<file path="src/rtl/pse_seq_pkg.sv">
package pse_seq_pkg;

    typedef enum logic [2:0] {
        ST_IDLE     = 3'd0,
        ST_BACKOFF  = 3'd1,
        ST_DETECT   = 3'd2,
        ST_DET_HOLD = 3'd3,
        ST_CLASS    = 3'd4,
        ST_WAIT_ON  = 3'd5,
        ST_POWERED  = 3'd6
    } seq_state_t;

    localparam int unsigned NUM_CLASS_TH = 5;
    localparam int unsigned CLASS_W      = 3;

endpackage

</file>
<file path="src/rtl/pse_sig_judge.sv">
module pse_sig_judge #(
    parameter int unsigned RES_W  = 8,
    parameter int unsigned RES_LO = 68,
    parameter int unsigned RES_HI = 116
) (
    input  logic [RES_W-1:0] res_code,
    output logic             sig_ok
);
    localparam logic [RES_W-1:0] LO_C = RES_W'(RES_LO);
    localparam logic [RES_W-1:0] HI_C = RES_W'(RES_HI);

    // Inclusive signature window
    assign sig_ok = (res_code >= LO_C) && (res_code <= HI_C);
endmodule

</file>
<file path="src/rtl/pse_class_map.sv">
module pse_class_map
    import pse_seq_pkg::*;
#(
    parameter int unsigned CUR_W = 8,
    parameter int unsigned CLS_TH [NUM_CLASS_TH] = '{13, 29, 46, 66, 96}
) (
    input  logic [CUR_W-1:0]   cur_code,
    output logic [CLASS_W-1:0] cls_val,
    output logic               cls_over
);
    logic [NUM_CLASS_TH-1:0] above;

    // One comparator per rising threshold
    for (genvar gi = 0; gi < NUM_CLASS_TH; gi++) begin : g_cmp
        assign above[gi] = (cur_code >= CUR_W'(CLS_TH[gi]));
    end

    always_comb begin
        cls_val = '0;
        for (int i = 0; i < NUM_CLASS_TH - 1; i++) begin
            if (above[i]) cls_val = CLASS_W'(i + 1);
        end
    end

    assign cls_over = above[NUM_CLASS_TH-1];
endmodule

</file>
<file path="src/rtl/pse_ms_timer.sv">
module pse_ms_timer #(
    parameter int unsigned CNT_W = 8
) (
    input  logic             clk,
    input  logic             rst_n,
    input  logic             load,
    input  logic [CNT_W-1:0] load_val,
    input  logic             tick,
    output logic             expire
);
    logic [CNT_W-1:0] cnt;

    always_ff @(posedge clk or negedge rst_n) begin
        if (!rst_n) begin
            cnt <= '0;
        end else if (load) begin
            cnt <= load_val;
        end else if (tick && (cnt != '0)) begin
            cnt <= cnt - 1'b1;
        end
    end

    // Fires on the tick that consumes the last count
    assign expire = tick && (cnt == CNT_W'(1));
endmodule

</file>
<file path="src/rtl/pse_port_seq.sv">
module pse_port_seq
    import pse_seq_pkg::*;
#(
    parameter int unsigned RES_W      = 8,
    parameter int unsigned CUR_W      = 8,
    parameter int unsigned RES_LO     = 68,
    parameter int unsigned RES_HI     = 116,
    parameter int unsigned CLS_TH [NUM_CLASS_TH] = '{13, 29, 46, 66, 96},
    parameter int unsigned DET_MS     = 200,
    parameter int unsigned CLS_MS     = 13,
    parameter int unsigned PON_MS     = 20,
    parameter int unsigned BACKOFF_MS = 50
) (
    input  logic               clk,
    input  logic               rst_n,
    input  logic               ms_tick,
    input  logic [1:0]         op_mode,
    input  logic               cmd_detect,
    input  logic               cmd_classify,
    input  logic               cmd_power,
    input  logic               shdn,
    input  logic [RES_W-1:0]   res_code,
    input  logic [CUR_W-1:0]   cur_code,
    input  logic               pg_cmp,
    output logic               gate_en,
    output logic [CLASS_W-1:0] port_class,
    output logic               det_valid,
    output logic               pwr_good,
    output logic               ev_on,
    output logic               ev_off,
    output logic               ev_fault
);
    localparam int unsigned MAX_A  = (DET_MS > CLS_MS) ? DET_MS : CLS_MS;
    localparam int unsigned MAX_B  = (PON_MS > BACKOFF_MS) ? PON_MS : BACKOFF_MS;
    localparam int unsigned MAX_MS = (MAX_A > MAX_B) ? MAX_A : MAX_B;
    localparam int unsigned CNT_W  = $clog2(MAX_MS + 1);

    seq_state_t st, nxt;

    logic               sig_ok;
    logic [CLASS_W-1:0] cls_val;
    logic               cls_over;
    logic               tmr_load;
    logic [CNT_W-1:0]   tmr_val;
    logic               tmr_exp;
    logic               manual_m;
    logic               auto_m;

    assign manual_m = (op_mode == 2'b00);
    assign auto_m   = op_mode[1];

    pse_sig_judge #(
        .RES_W (RES_W),
        .RES_LO(RES_LO),
        .RES_HI(RES_HI)
    ) u_judge (
        .res_code(res_code),
        .sig_ok  (sig_ok)
    );

    pse_class_map #(
        .CUR_W (CUR_W),
        .CLS_TH(CLS_TH)
    ) u_cmap (
        .cur_code(cur_code),
        .cls_val (cls_val),
        .cls_over(cls_over)
    );

    pse_ms_timer #(
        .CNT_W(CNT_W)
    ) u_tmr (
        .clk     (clk),
        .rst_n   (rst_n),
        .load    (tmr_load),
        .load_val(tmr_val),
        .tick    (ms_tick),
        .expire  (tmr_exp)
    );

    // Next-state logic
    always_comb begin
        nxt = st;
        unique case (st)
            ST_IDLE:     if (!manual_m || cmd_detect) nxt = ST_DETECT;
            ST_BACKOFF:  if (tmr_exp) nxt = ST_IDLE;
            ST_DETECT: begin
                if (tmr_exp) begin
                    if (sig_ok) nxt = manual_m ? ST_DET_HOLD : ST_CLASS;
                    else        nxt = manual_m ? ST_IDLE : ST_BACKOFF;
                end
            end
            ST_DET_HOLD: if (cmd_classify) nxt = ST_CLASS;
            ST_CLASS: begin
                if (tmr_exp) begin
                    if (cls_over) nxt = manual_m ? ST_IDLE : ST_BACKOFF;
                    else          nxt = ST_WAIT_ON;
                end
            end
            ST_WAIT_ON:  if (auto_m ? tmr_exp : cmd_power) nxt = ST_POWERED;
            ST_POWERED:  nxt = ST_POWERED;
            default:     nxt = ST_IDLE;
        endcase
        if (shdn) nxt = ST_IDLE;
    end

    // Timer reload on every state entry
    always_comb begin
        tmr_load = (nxt != st);
        unique case (nxt)
            ST_DETECT:  tmr_val = CNT_W'(DET_MS);
            ST_CLASS:   tmr_val = CNT_W'(CLS_MS);
            ST_WAIT_ON: tmr_val = CNT_W'(PON_MS);
            ST_BACKOFF: tmr_val = CNT_W'(BACKOFF_MS);
            default:    tmr_val = '0;
        endcase
    end

    // State register
    always_ff @(posedge clk or negedge rst_n) begin
        if (!rst_n) st <= ST_IDLE;
        else        st <= nxt;
    end

    // Registered outputs
    always_ff @(posedge clk or negedge rst_n) begin
        if (!rst_n) begin
            gate_en    <= 1'b0;
            det_valid  <= 1'b0;
            port_class <= '0;
            ev_on      <= 1'b0;
            ev_off     <= 1'b0;
            ev_fault   <= 1'b0;
        end else begin
            gate_en   <= (nxt == ST_POWERED);
            det_valid <= (nxt == ST_DET_HOLD) || (nxt == ST_CLASS) ||
                         (nxt == ST_WAIT_ON)  || (nxt == ST_POWERED);
            ev_on     <= (nxt == ST_POWERED) && (st != ST_POWERED);
            ev_off    <= (st == ST_POWERED) && (nxt != ST_POWERED);
            ev_fault  <= (st == ST_CLASS) && tmr_exp && cls_over && !shdn;
            if ((nxt == ST_IDLE) || (nxt == ST_BACKOFF)) begin
                port_class <= '0;
            end else if ((st == ST_CLASS) && (nxt == ST_WAIT_ON)) begin
                port_class <= cls_val;
            end
        end
    end

    assign pwr_good = gate_en && pg_cmp;
endmodule

</file>
<file path="config.mk">
export PLATFORM = sky130hd
export DESIGN_NAME = pse_port_seq
export DESIGN_NICKNAME = d
export VERILOG_FILES = /design/src/rtl/pse_seq_pkg.sv /design/src/rtl/pse_sig_judge.sv /design/src/rtl/pse_class_map.sv /design/src/rtl/pse_ms_timer.sv /design/src/rtl/pse_port_seq.sv
export SDC_FILE = /design/constraint.sdc
export NUM_CORES = 1
export LEC_CHECK = 0
export CAP_MARGIN = 20
export CORE_ASPECT_RATIO = 0.75
export CORE_MARGIN = 4
export CORE_UTILIZATION = 50
export CTS_CLUSTER_DIAMETER = 50
export DETAILED_ROUTE_END_ITERATION = 6
export PLACE_DENSITY_LB_ADDON = 0.25
export SETUP_SLACK_MARGIN = 0.05
export SYNTH_ARGS = -nofsm -noshare
export SYNTH_HDL_FRONTEND = slang
export SYNTH_SLANG_ARGS = --single-unit
</file>
<file path="constraint.sdc">
create_clock -name clk -period 6.5 [get_ports clk]
set_clock_uncertainty 0.15 [all_clocks]
set_input_delay 1.3 -clock clk [delete_from_list [all_inputs] [get_ports clk]]
set_output_delay 1.3 -clock clk [all_outputs]
set_load 0.02 [all_outputs]
</file>
==> results by group, run 1 <==
Place
  – Routability congestion estimate: just under 0.9
  – Sum of net half-perimeters after detailed placement: 2840 µm
  – Port Buffer Count: 34
  – Placed cell count: 228
  – Placed standard-cell area: 1820 µm²

Clock tree
  – Number of clock sinks: 19
  – Number of buffers on the longest clock path: 2
  – Post-CTS repair timing setup buffer count: 0
  – Root buffer cell: clkbuf_8
  – Clock tree from TritonCTS: built
  – Worst-path clk slew: 0.08 ns
  – Number of instances resized during post-cts repair: 0
  – Worst-Skew Late Latency: roughly 0.26 ns
  – Maximum level of the CTS H-tree: 1
  – Clock buffers created by TritonCTS: 3
  – Count of hold buffers inserted by post-cts repair: 0

Setup path
  – Buffers and inverters on the worst path: 2
  – Type of origin of the critical path: primary input
  – Crit path capture type: register
  – Critical Path RT: 6.50 ns
  – Max FO, Critical Path: 7
  – Ordered cell list for the critical path: clkdlybuf4s50_1 -> o21a_1 -> o211ai_1 -> nor4bb_1 -> ha_1 -> o41ai_1 -> a311oi_1 -> or2_1 -> inv_2 -> xnor2_1 -> nand2_4 -> mux2_4
  – Worst Path Arrival: 4.46 ns
  – Kind of cell adding the most delay to the critical path: compound AO/OA/AOI/OAI gates
  – Critical path start-end classification: primary input to register
  – Critical-path cell with the highest stage delay: o41ai_1
  – Slowest cell delay on critical path: roughly 0.45 ns

Synth
  – Number of library cell types mapped by synthesis: 52
  – Cell types with the highest counts after synthesis: nor2_1, dfrtp_1, o21ai_0
  – Synthesized instance count: around 170
  – Post-synthesis cell area: 1470 µm²
  – Sequential-to-total area share from yosys stat: 0.323
  – Cell type with the highest aggregate area in the netlist: dfrtp_1
  – Proportion of register bits with asynchronous set or reset after synthesis: 1.00
  – Syn Nets: 196
  – Cell with the most instances after synthesis: nor2_1
  – Post-Synthesis Mean Instance Area: 8.93 µm²
  – Area share of the leading cell type in the synthesized netlist: 0.323
  – Top_reg_cell synth: dfrtp_1
  – Yosys Warn Count: 0
  – Number of synthesized register bits: 19
  – Number of enable-type register cells in the synthesized netlist: 0
  – Cells taking the most area after synthesis: dfrtp_1, nor2_1, ha_1

Detailed routing
  – Remaining number of nets flagged by the antenna check after routing: 0
  – Routed length per placed instance: 15.3 µm
  – Mean number of vias per cell: 6.02
  – Initial drt markers: 45
  – First drt pass iteration count: 4
  – Routed Wire Length: 3580 µm
  – Via count of the routed design: 1402
  – Post-detailed-route DRC marker count: 0

Layout
  – Post-route cell area: 1870 µm²
  – # diodes: 0
  – Area growth syn-to-layout: 27.1%
  – Ratio of cells with drive above 1 in the final layout: 0.0812
  – Final layout net count: 229
  – Non-filler instance count after layout: around 230

Power
  – P per Cell Area: roughly 240 nW/µm²
  – Sw frac: 0.398
  – Leakage dissipation: 0.752 nW
  – Relative contribution of the clock network to total power: 0.189
  – Internal power: 0.271 mW
  – Post-layout total power: roughly 0.45 mW
  – Sequential share of power: 0.379
  – Power spent charging and discharging nets: 0.179 mW
  – Gate power share: 0.432
  – Worst supply voltage drop on vdd: 0.000147 V

STA
  – Worst hold slack after final layout: 0.379 ns
  – Fmax: 0.224 GHz
  – Pin slew with the least headroom to its limit: ~0.85 ns
  – Total Neg Setup Slack: 0 ns
  – Slew headroom: 0.432
  – Final hold violation count: 0
  – Final Max Tran Viols: 0
  – Unrepaired setup endpoints after global routing: false
  – Crit share post-route: 0.687
  – Fin crit period: 4.46 ns
  – Setup-violating endpoint count in the final report: 0

Global routing
  – GR Util All Layers: 0.196
  – GR Overflow Total: 0
  – Global-route wire length before repair: 5940 µm
  – Number of antenna violations at the first check in global routing: 0
  – Maximum number of pins on one net before global-route repair: 20
  – Vias in the first global route: 1308

Floorplan
  – Full die area: slightly below 4000 µm²
  – Height of the die: 55 µm
  – Core region area: 2700 µm²
  – Die boundary width: ~71 µm
  – I/O pins: 35
  – Initial Util: 0.545
  – Cell Rows: 16

Outcome
  – Status: finished, final reports clean

Job
  – Number of max-cap violations: 0

Hold path
  – Type of the most critical hold path: register to register
-- area by class of cell --
| class | instances | area, µm² |
|---|---|---|
| multi-input cells | 130 | 926 |
| clock buffers | 3 | 41.3 |
| flip-flops and latches | 19 | 475 |
| inverters | 9 | 33.8 |
| repair buffers | 35 | 345 |
| well taps | 36 | 45.0 |
| clock inverters | 1 | 5.00 |
| fillers | 217 | 831 |
-- state kept, by name (all words and copies together) (netlist names) --
| register | count |
|---|---|
| port_class | 3 |
| ev_off | 1 |
| st | 3 |
| det_valid | 1 |
| u_tmr.cnt | 8 |
| gate_en | 1 |
| ev_fault | 1 |
| ev_on | 1 |
-- per-stage QoR --
stage | setup slack (ns) | util
CTS | 2.06 | 0.691
floorplan | 2.53 | -
finish | 2.04 | 0.693
detailed placement | 1.78 | 0.674
global placement | 1.93 | 0.674
global route | 1.88 | 0.693
-- cells by family (layout without fill, tap and decap cells) --
kind of cell / count (synthesis) / in the layout / synth area share
flip-flops: 19 / 19 / 0.323
XOR/XNOR: 9 / 9 / 0.0535
adder cells (fa/ha/maj): 5 / 5 / 0.0425
AND/OR/NAND/NOR: 71 / 71 / 0.280
AO/OA/AOI/OAI: 40 / 40 / 0.215
multiplexers: 5 / 5 / 0.0374
buffers and inverters: 16 / 48 / 0.0484
-- worst min-delay path, stage by stage, from the launching register on --
cell and delay, ns:
dfrtp_1 0.34, mux2i_1 0.07, nor2_1 0.08
-- path summary, 6_finish.rpt --
| check | startpoint | end | slack (ns) | cells after the start |
|---|---|---|---|---|
| min in group asynchronous | rst_n | port_class[0]$_DFFE_PN0P_ | 1.37 | 1 |
| worst max-delay path | res_code[0] | u_tmr.cnt[4]$_DFFE_PN0P_ | 2.04 | 12 |
| worst min register to register | port_class[0]$_DFFE_PN0P_ | port_class[0]$_DFFE_PN0P_ | 0.38 | 2 |
| max in group asynchronous | rst_n | st[1]$_DFF_PN0_ | 4.30 | 1 |
| worst min-delay path | port_class[0]$_DFFE_PN0P_ | port_class[0]$_DFFE_PN0P_ | 0.38 | 2 |
| worst max register to register | st[2]$_DFF_PN0_ | u_tmr.cnt[4]$_DFFE_PN0P_ | 3.19 | 8 |
-- power groups by stage --
stage	Combinational, mW	Sequential, mW	Clock [mW]
floorplan	0.151	0.160	0
global placement	0.183	0.169	0
detailed placement	0.190	0.170	0
CTS	0.190	0.169	0.0837
global route	0.216	0.173	0.0887
finish	0.194	0.170	0.0848
-- layer usage --
layer  vias to the layer above  wire length, µm  track usage
li1                        668                -            -
met3                         2              239       0.0361
met1                       670             1710        0.266
met5                         -                0            0
met2                        62             1620        0.337
met4                         0               10       0.0406
-- placed cells by master, fill, tap and decap left out, types with 2 or more instances in the layout --
cell / count
and2_1: 3
ha_1: 5
o41ai_1: 2
clkbuf_8: 3
nor2_1: 20
nor4bb_1: 2
a311oi_1: 4
clkdlybuf4s50_1: 34
xnor2_1: 7
nor3b_1: 2
nand3_1: 2
xor2_1: 2
inv_1: 8
and3_1: 2
o2111ai_1: 2
o21ai_0: 10
a31oi_1: 4
dfrtp_1: 19
nor4_1: 4
nand3b_1: 3
nor2b_1: 3
o211ai_1: 2
mux2i_1: 4
a21oi_1: 6
nand2_1: 5
nand2b_1: 5
nor3_1: 8
No activity file was read; power rests on OpenSTA's default activity.
==> run 2: changes to the inputs <==
==> constraint.sdc (replaced) <==
create_clock -name clk -period 4.43 [get_ports clk]
set_clock_uncertainty 0.15 [all_clocks]
set_input_delay 0.886 -clock clk [delete_from_list [all_inputs] [get_ports clk]]
set_output_delay 0.886 -clock clk [all_outputs]
set_load 0.02 [all_outputs]
==> run 2 against run 1 <==
Wire length up 3.7%. Clock power up 44%. Die area unchanged. Sequential power up 46%. Critical path depth unchanged. Via count up 0.29%. Largest power group unchanged. Register-to-register slack worse by 2.0 ns. Combinational power up 47%. Critical path type unchanged. Final cell count unchanged.
==> results by group, run 2 (same netlist as run 1, synthesis figures left out) <==
Hold path
  – Worst hold path stage count: 2
  – Startpoint of the tightest hold check path: port_class[1]$_DFFE_PN0P_
  – Endpoint of the worst hold-timing path: port_class[1]$_DFFE_PN0P_
  – Type of the most critical hold path: register to register

Power
  – Power spent charging and discharging nets: about 0.26 mW
  – Worst supply voltage drop on vdd: 0.000233 V
  – Relative contribution of the clock network to total power: 0.185
  – Gate power share: 0.435
  – P per Cell Area: around 350 nW/µm²
  – Leakage dissipation: ~0.75 nW
  – Sequential share of power: 0.380
  – Internal power: 0.398 mW
  – Sw frac: 0.394
  – Post-layout total power: about 0.66 mW

Clock tree
  – Clock tree from TritonCTS: built
  – Number of buffers on the longest clock path: 2
  – Post-CTS repair timing setup buffer count: 0
  – Worst-Skew Late Latency: between 0.2 and 0.3 ns
  – Number of clock sinks: 19
  – Number of instances resized during post-cts repair: 0
  – Root buffer cell: clkbuf_8
  – Clock buffers created by TritonCTS: 3
  – Worst-path clk slew: 0.07 ns
  – Count of hold buffers inserted by post-cts repair: 0
  – Maximum level of the CTS H-tree: 1

Floorplan
  – Full die area: 3890 µm²
  – Core region area: 2700 µm²
  – Initial Util: 0.545
  – Height of the die: 55 µm
  – I/O pins: 35
  – Cell Rows: 16
  – Die boundary width: 70.7 µm

Global routing
  – Vias in the first global route: 1322
  – GR Util All Layers: 0.203
  – Global-route wire length before repair: between 6000 and 7000 µm
  – GR Overflow Total: 0
  – Number of antenna violations at the first check in global routing: 0
  – Maximum number of pins on one net before global-route repair: 20

Place
  – Sum of net half-perimeters after detailed placement: 2970 µm
  – Routability congestion estimate: 0.890
  – Port Buffer Count: 34

Setup path
  – R2R cell count: 8
  – Type of origin of the critical path: primary input
  – Reg-to-Reg End: u_tmr.cnt[4]$_DFFE_PN0P_
  – Crit path capture type: register
  – Critical path start-end classification: primary input to register
  – Origin of the critical flop-to-flop path: st[2]$_DFF_PN0_
  – Setup slack of the worst register-to-register path: about 1.2 ns
  – Max FO, Critical Path: 7
  – Worst Path Arrival: 4.03 ns
  – Critical Path RT: 4.43 ns

Layout
  – Largest Register: u_tmr.cnt
  – # diodes: 0
  – Final layout net count: 229
  – Filler Cells Inserted: 218
  – Area used by multi-input combinational logic: roughly 930 µm²
  – Leading cell types in the layout, fill and taps excluded: clkdlybuf4s50_1, nor2_1, dfrtp_1
  – Registers with the most flip-flops: u_tmr.cnt: 8 flops, port_class: 3 flops, st: 3 flops
  – Area growth syn-to-layout: 27.3%
  – Leading cell type in the layout, fill and taps excluded: clkdlybuf4s50_1
  – Max FFs per register: 8
  – Ratio of cells with drive above 1 in the final layout: 0.0812
  – Total area of sequential cells: 475 µm²

Detailed routing
  – Remaining number of nets flagged by the antenna check after routing: 0
  – Via count of the routed design: between 1000 and 1500
  – Routed Wire Length: roughly 3700 µm
  – Post-detailed-route DRC marker count: 0
  – Routed length per placed instance: 15.9 µm
  – Mean number of vias per cell: 6.03
  – Initial drt markers: 55
  – First drt pass iteration count: 4

STA
  – Unrepaired setup endpoints after global routing: false
  – Final Max Tran Viols: 0
  – Crit share post-route: 0.910
  – Setup-violating endpoint count in the final report: 0
  – Pin slew with the least headroom to its limit: about 1.1 ns
  – Fin crit period: a little over 4 ns
  – Final hold violation count: 0
  – Fmax: 0.248 GHz
  – Total Neg Setup Slack: 0 ns
  – Slew headroom: 0.247

Job
  – Number of max-cap violations: 0

Outcome
  – Status: finished, final reports clean
-- run 2: cell count changes in the layout (fill, tap and decap cells not counted) --
cell      before  now
buf_4          0    1
clkbuf_2       1    0
-- run 2: worst max-delay path by stage --
stage                     start                        to  slack, ns  cells after the start
CTS                 res_code[0]  u_tmr.cnt[4]$_DFFE_PN0P_       0.39                     12
global route        res_code[0]  u_tmr.cnt[4]$_DFFE_PN0P_       0.21                     12
floorplan           res_code[0]  u_tmr.cnt[4]$_DFFE_PN0P_       0.88                     12
detailed placement  res_code[0]  u_tmr.cnt[4]$_DFFE_PN0P_        0.1                     12
global placement    res_code[0]  u_tmr.cnt[4]$_DFFE_PN0P_       0.27                     12
finish              res_code[0]  u_tmr.cnt[4]$_DFFE_PN0P_       0.40                     12
-- run 2: power by group through the flow --
stage / combinational (mW) / sequential [mW] / clock (mW)
6_report: 0.285 / 0.249 / 0.122
5_1_grt: 0.315 / 0.254 / 0.131
4_1_cts: 0.284 / 0.246 / 0.122
3_5_place_dp: 0.284 / 0.248 / 0
3_3_place_gp: 0.270 / 0.248 / 0
2_1_floorplan: 0.222 / 0.235 / 0
-- run 2: per-stage QoR --
| stage | setup WS (ns) | hold slack (ns) | cells | util | instance area, µm² |
|---|---|---|---|---|---|
| after floorplan | 0.877 | 0.418 | 165 | - | 1470 |
| after global placement | 0.271 | 0.357 | 229 | 0.676 | 1830 |
| after detailed placement | 0.0964 | 0.374 | 229 | 0.676 | 1830 |
| after CTS | 0.391 | 0.390 | 233 | 0.694 | 1870 |
| after global routing | 0.205 | 0.417 | 233 | 0.694 | 1870 |
| final | 0.399 | 0.385 | 233 | 0.694 | 1870 |
-- run 2: layout make-up --
type | instances | area share
multi-input cells | 130 | 0.494
clock buffers | 3 | 0.0220
inverters | 9 | 0.0180
well taps | 36 | 0.0240
clock inverters | 1 | 0.00267
flip-flops and latches | 19 | 0.254
repair buffers | 35 | 0.186
-- run 2: metal layers --
metal	up-vias	global-route usage	wire length, µm
li1	678	-	-
met1	667	0.261	1710
met2	51	0.352	1700
met3	10	0.0415	235
met4	0	0.0625	61
met5	-	0	0
-- run 2: worst max-delay path, cell delays in order --
cell and delay (ns):
clkdlybuf4s50_1 0.41, o21a_1 0.18, o211ai_1 0.13, nor4bb_1 0.35, ha_1 0.31, o41ai_1 0.42, a311oi_1 0.22, or2_1 0.37
inv_2 0.15, xnor2_1 0.18, nand2_4 0.11, mux2_4 0.31
==> run 3: changes to the inputs <==
--- a/config.mk
+++ b/config.mk
@@ -11,6 +11,7 @@
 export CORE_UTILIZATION = 50
 export CTS_CLUSTER_DIAMETER = 50
 export DETAILED_ROUTE_END_ITERATION = 6
+export GPL_TIMING_DRIVEN = 0
 export PLACE_DENSITY_LB_ADDON = 0.25
 export SETUP_SLACK_MARGIN = 0.05
 export SYNTH_ARGS = -nofsm -noshare
==> constraint.sdc (replaced) <==
create_clock -name clk -period 3.97 [get_ports clk]
set_clock_uncertainty 0.15 [all_clocks]
set_input_delay 0.794 -clock clk [delete_from_list [all_inputs] [get_ports clk]]
set_output_delay 0.794 -clock clk [all_outputs]
set_load 0.02 [all_outputs]
==> run 3 against run 2 <==
Sequential power grew 9.2%. Wire length grew 5.1%. Via count grew 0.36%. Clock power grew 11%. Core utilization grew 3.1 points. Flip-flop and latch count is the same. Cell area grew 4.4%. Critical endpoint unchanged.
==> results by group, run 3 (same netlist as run 1, synthesis figures left out) <==
STA
  – Fmax: 0.264 GHz
  – Pin slew with the least headroom to its limit: roughly 1.0 ns
  – Setup-violating endpoint count in the final report: 0
  – Total Neg Setup Slack: 0 ns
  – Unrepaired setup endpoints after global routing: false
  – Fin crit period: approximately 3.8 ns
  – Final Worst Setup Slack: ~0.19 ns
  – Crit share post-route: 0.953
  – Slew headroom: 0.303
  – Final hold violation count: 0
  – Worst hold slack after final layout: 0.385 ns
  – Final Max Tran Viols: 0

Global routing
  – Vias in the first global route: about 1400
  – GR Overflow Total: 0
  – GR Util All Layers: 0.215
  – Number of antenna violations at the first check in global routing: 0
  – Global-route wire length before repair: around 6400 µm
  – Maximum number of pins on one net before global-route repair: 20

Layout
  – Area growth syn-to-layout: 32.9%
  – Final layout net count: between 200 and 250
  – # diodes: 0
  – Registers with the most flip-flops: u_tmr.cnt: 8 flops, port_class: 3 flops, st: 3 flops
  – Post-route cell area: 1960 µm²
  – Non-filler instance count after layout: 240
  – Share of the core filled with cells: 0.724
  – Max FFs per register: 8
  – Ratio of cells with drive above 1 in the final layout: 0.118
  – Leading cell type in the layout, fill and taps excluded: clkdlybuf4s50_1
  – Largest Register: u_tmr.cnt
  – Filler Cells Inserted: about 220
  – Leading cell types in the layout, fill and taps excluded: clkdlybuf4s50_1, nor2_1, dfrtp_1

Place
  – Routability congestion estimate: 0.851
  – Placed cell count: 235
  – Port Buffer Count: 34
  – Placed standard-cell area: 1860 µm²
  – Sum of net half-perimeters after detailed placement: ~3000 µm
  – Placement-stage worst setup slack: -0.167 ns

Detailed routing
  – Mean number of vias per cell: 5.88
  – Routed Wire Length: about 4000 µm
  – Post-detailed-route DRC marker count: 0
  – Met1 Routed Length: 1760 µm
  – Routed length per placed instance: 16.2 µm
  – Highest layer used for signal routing: met4
  – Met3 Routed Length: 276 µm
  – Initial drt markers: a little under 90
  – Met2 wire len: between 1500 and 2000 µm
  – Via count of the routed design: 1411
  – First drt pass iteration count: 4
  – Remaining number of nets flagged by the antenna check after routing: 0

Outcome
  – Status: finished, final reports clean

Floorplan
  – Initial Util: 0.545
  – Height of the die: roughly 55 µm
  – Full die area: 3890 µm²
  – Die boundary width: around 71 µm
  – I/O pins: 35
  – Core region area: 2700 µm²
  – Cell Rows: 16

Setup path
  – R2R cell count: 11
  – Critical Path RT: roughly 4.0 ns
  – Max FO, Critical Path: 7
  – Setup slack of the worst register-to-register path: 0.71 ns
  – Type of origin of the critical path: primary input
  – Reg-to-Reg End: u_tmr.cnt[4]$_DFFE_PN0P_
  – Origin of the critical flop-to-flop path: u_tmr.cnt[1]$_DFFE_PN0P_
  – Crit path capture type: register
  – Worst Path Arrival: around 3.8 ns
  – Critical path start-end classification: primary input to register

Clock tree
  – Worst-path clk slew: 0.07 ns
  – Root buffer cell: clkbuf_8
  – Clock buffers created by TritonCTS: 3
  – Count of hold buffers inserted by post-cts repair: 0
  – Maximum level of the CTS H-tree: 1
  – Worst-Skew Late Latency: 0.26 ns
  – Number of buffers on the longest clock path: 2
  – Clock tree from TritonCTS: built
  – Number of clock sinks: 19

Hold path
  – Startpoint of the tightest hold check path: port_class[1]$_DFFE_PN0P_
  – Worst hold path stage count: 2
  – Type of the most critical hold path: register to register
  – Endpoint of the worst hold-timing path: port_class[1]$_DFFE_PN0P_

Power
  – P per Cell Area: 385 nW/µm²
  – Worst supply voltage drop on vdd: 0.000350 V
  – Post-layout total power: 0.754 mW
  – Leakage dissipation: between 0.7 and 0.8 nW

Job
  – Number of max-cap violations: 0
[run 3: critical path, stage by stage]
cell and delay (ns):
clkdlybuf4s50_1 0.46, o21a_1 0.13, o211ai_1 0.15, nor4bb_4 0.24
ha_1 0.28, o41ai_2 0.39, a311oi_2 0.19, or2_1 0.24
buf_2 0.17, inv_2 0.13, xnor2_1 0.18, nand2_4 0.12
mux2_4 0.31
[run 3: how the worst max path moves through the flow]
stage | start | to | slack [ns] | cells past startpoint
2_1_floorplan | res_code[0] | u_tmr.cnt[4]$_DFFE_PN0P_ | 0.51 | 12
3_3_place_gp | res_code[0] | u_tmr.cnt[4]$_DFFE_PN0P_ | -0.17 | 13
3_5_place_dp | res_code[0] | u_tmr.cnt[4]$_DFFE_PN0P_ | -0.17 | 13
4_1_cts | res_code[0] | u_tmr.cnt[4]$_DFFE_PN0P_ | 0.09 | 13
5_1_grt | res_code[2] | u_tmr.cnt[4]$_DFFE_PN0P_ | 0.02 | 13
6_report | res_code[2] | u_tmr.cnt[4]$_DFFE_PN0P_ | 0.19 | 13
[run 3: power breakdown]
part	switching, mW	leakage (nW)	internal [mW]
sequential	0.0453	0.255	0.227
combinational	0.185	0.509	0.162
clock	0.0664	0.0255	0.0698
total	0.296	0.790	0.458
[run 3: timing repair]
item                                    4_1_cts  5_1_grt
gates resized for setup                       0        7
endpoints found under the setup margin        0        8
endpoints found under the hold margin         0        0
setup buffers                                 0        1
[run 3: routing by layer]
metal / global-route usage / vias to the layer above
met4: 0.0594 / 0
met1: 0.270 / 669
met2: 0.388 / 53
met3: 0.0415 / 6
met5: 0 / -
li1: - / 683
[run 3: final cells by class]
cell class / count / area, µm² / share of cell area
inverter: 9 / 33.8 / 0.0173
buffer: 7 / 37.5 / 0.0192
clock buffer: 3 / 41.3 / 0.0211
multi-input combinational: 130 / 971 / 0.496
timing repair buffer: 35 / 348 / 0.178
clock inverter: 1 / 5.00 / 0.00256
sequential: 19 / 475 / 0.243
tap: 36 / 45.0 / 0.0230
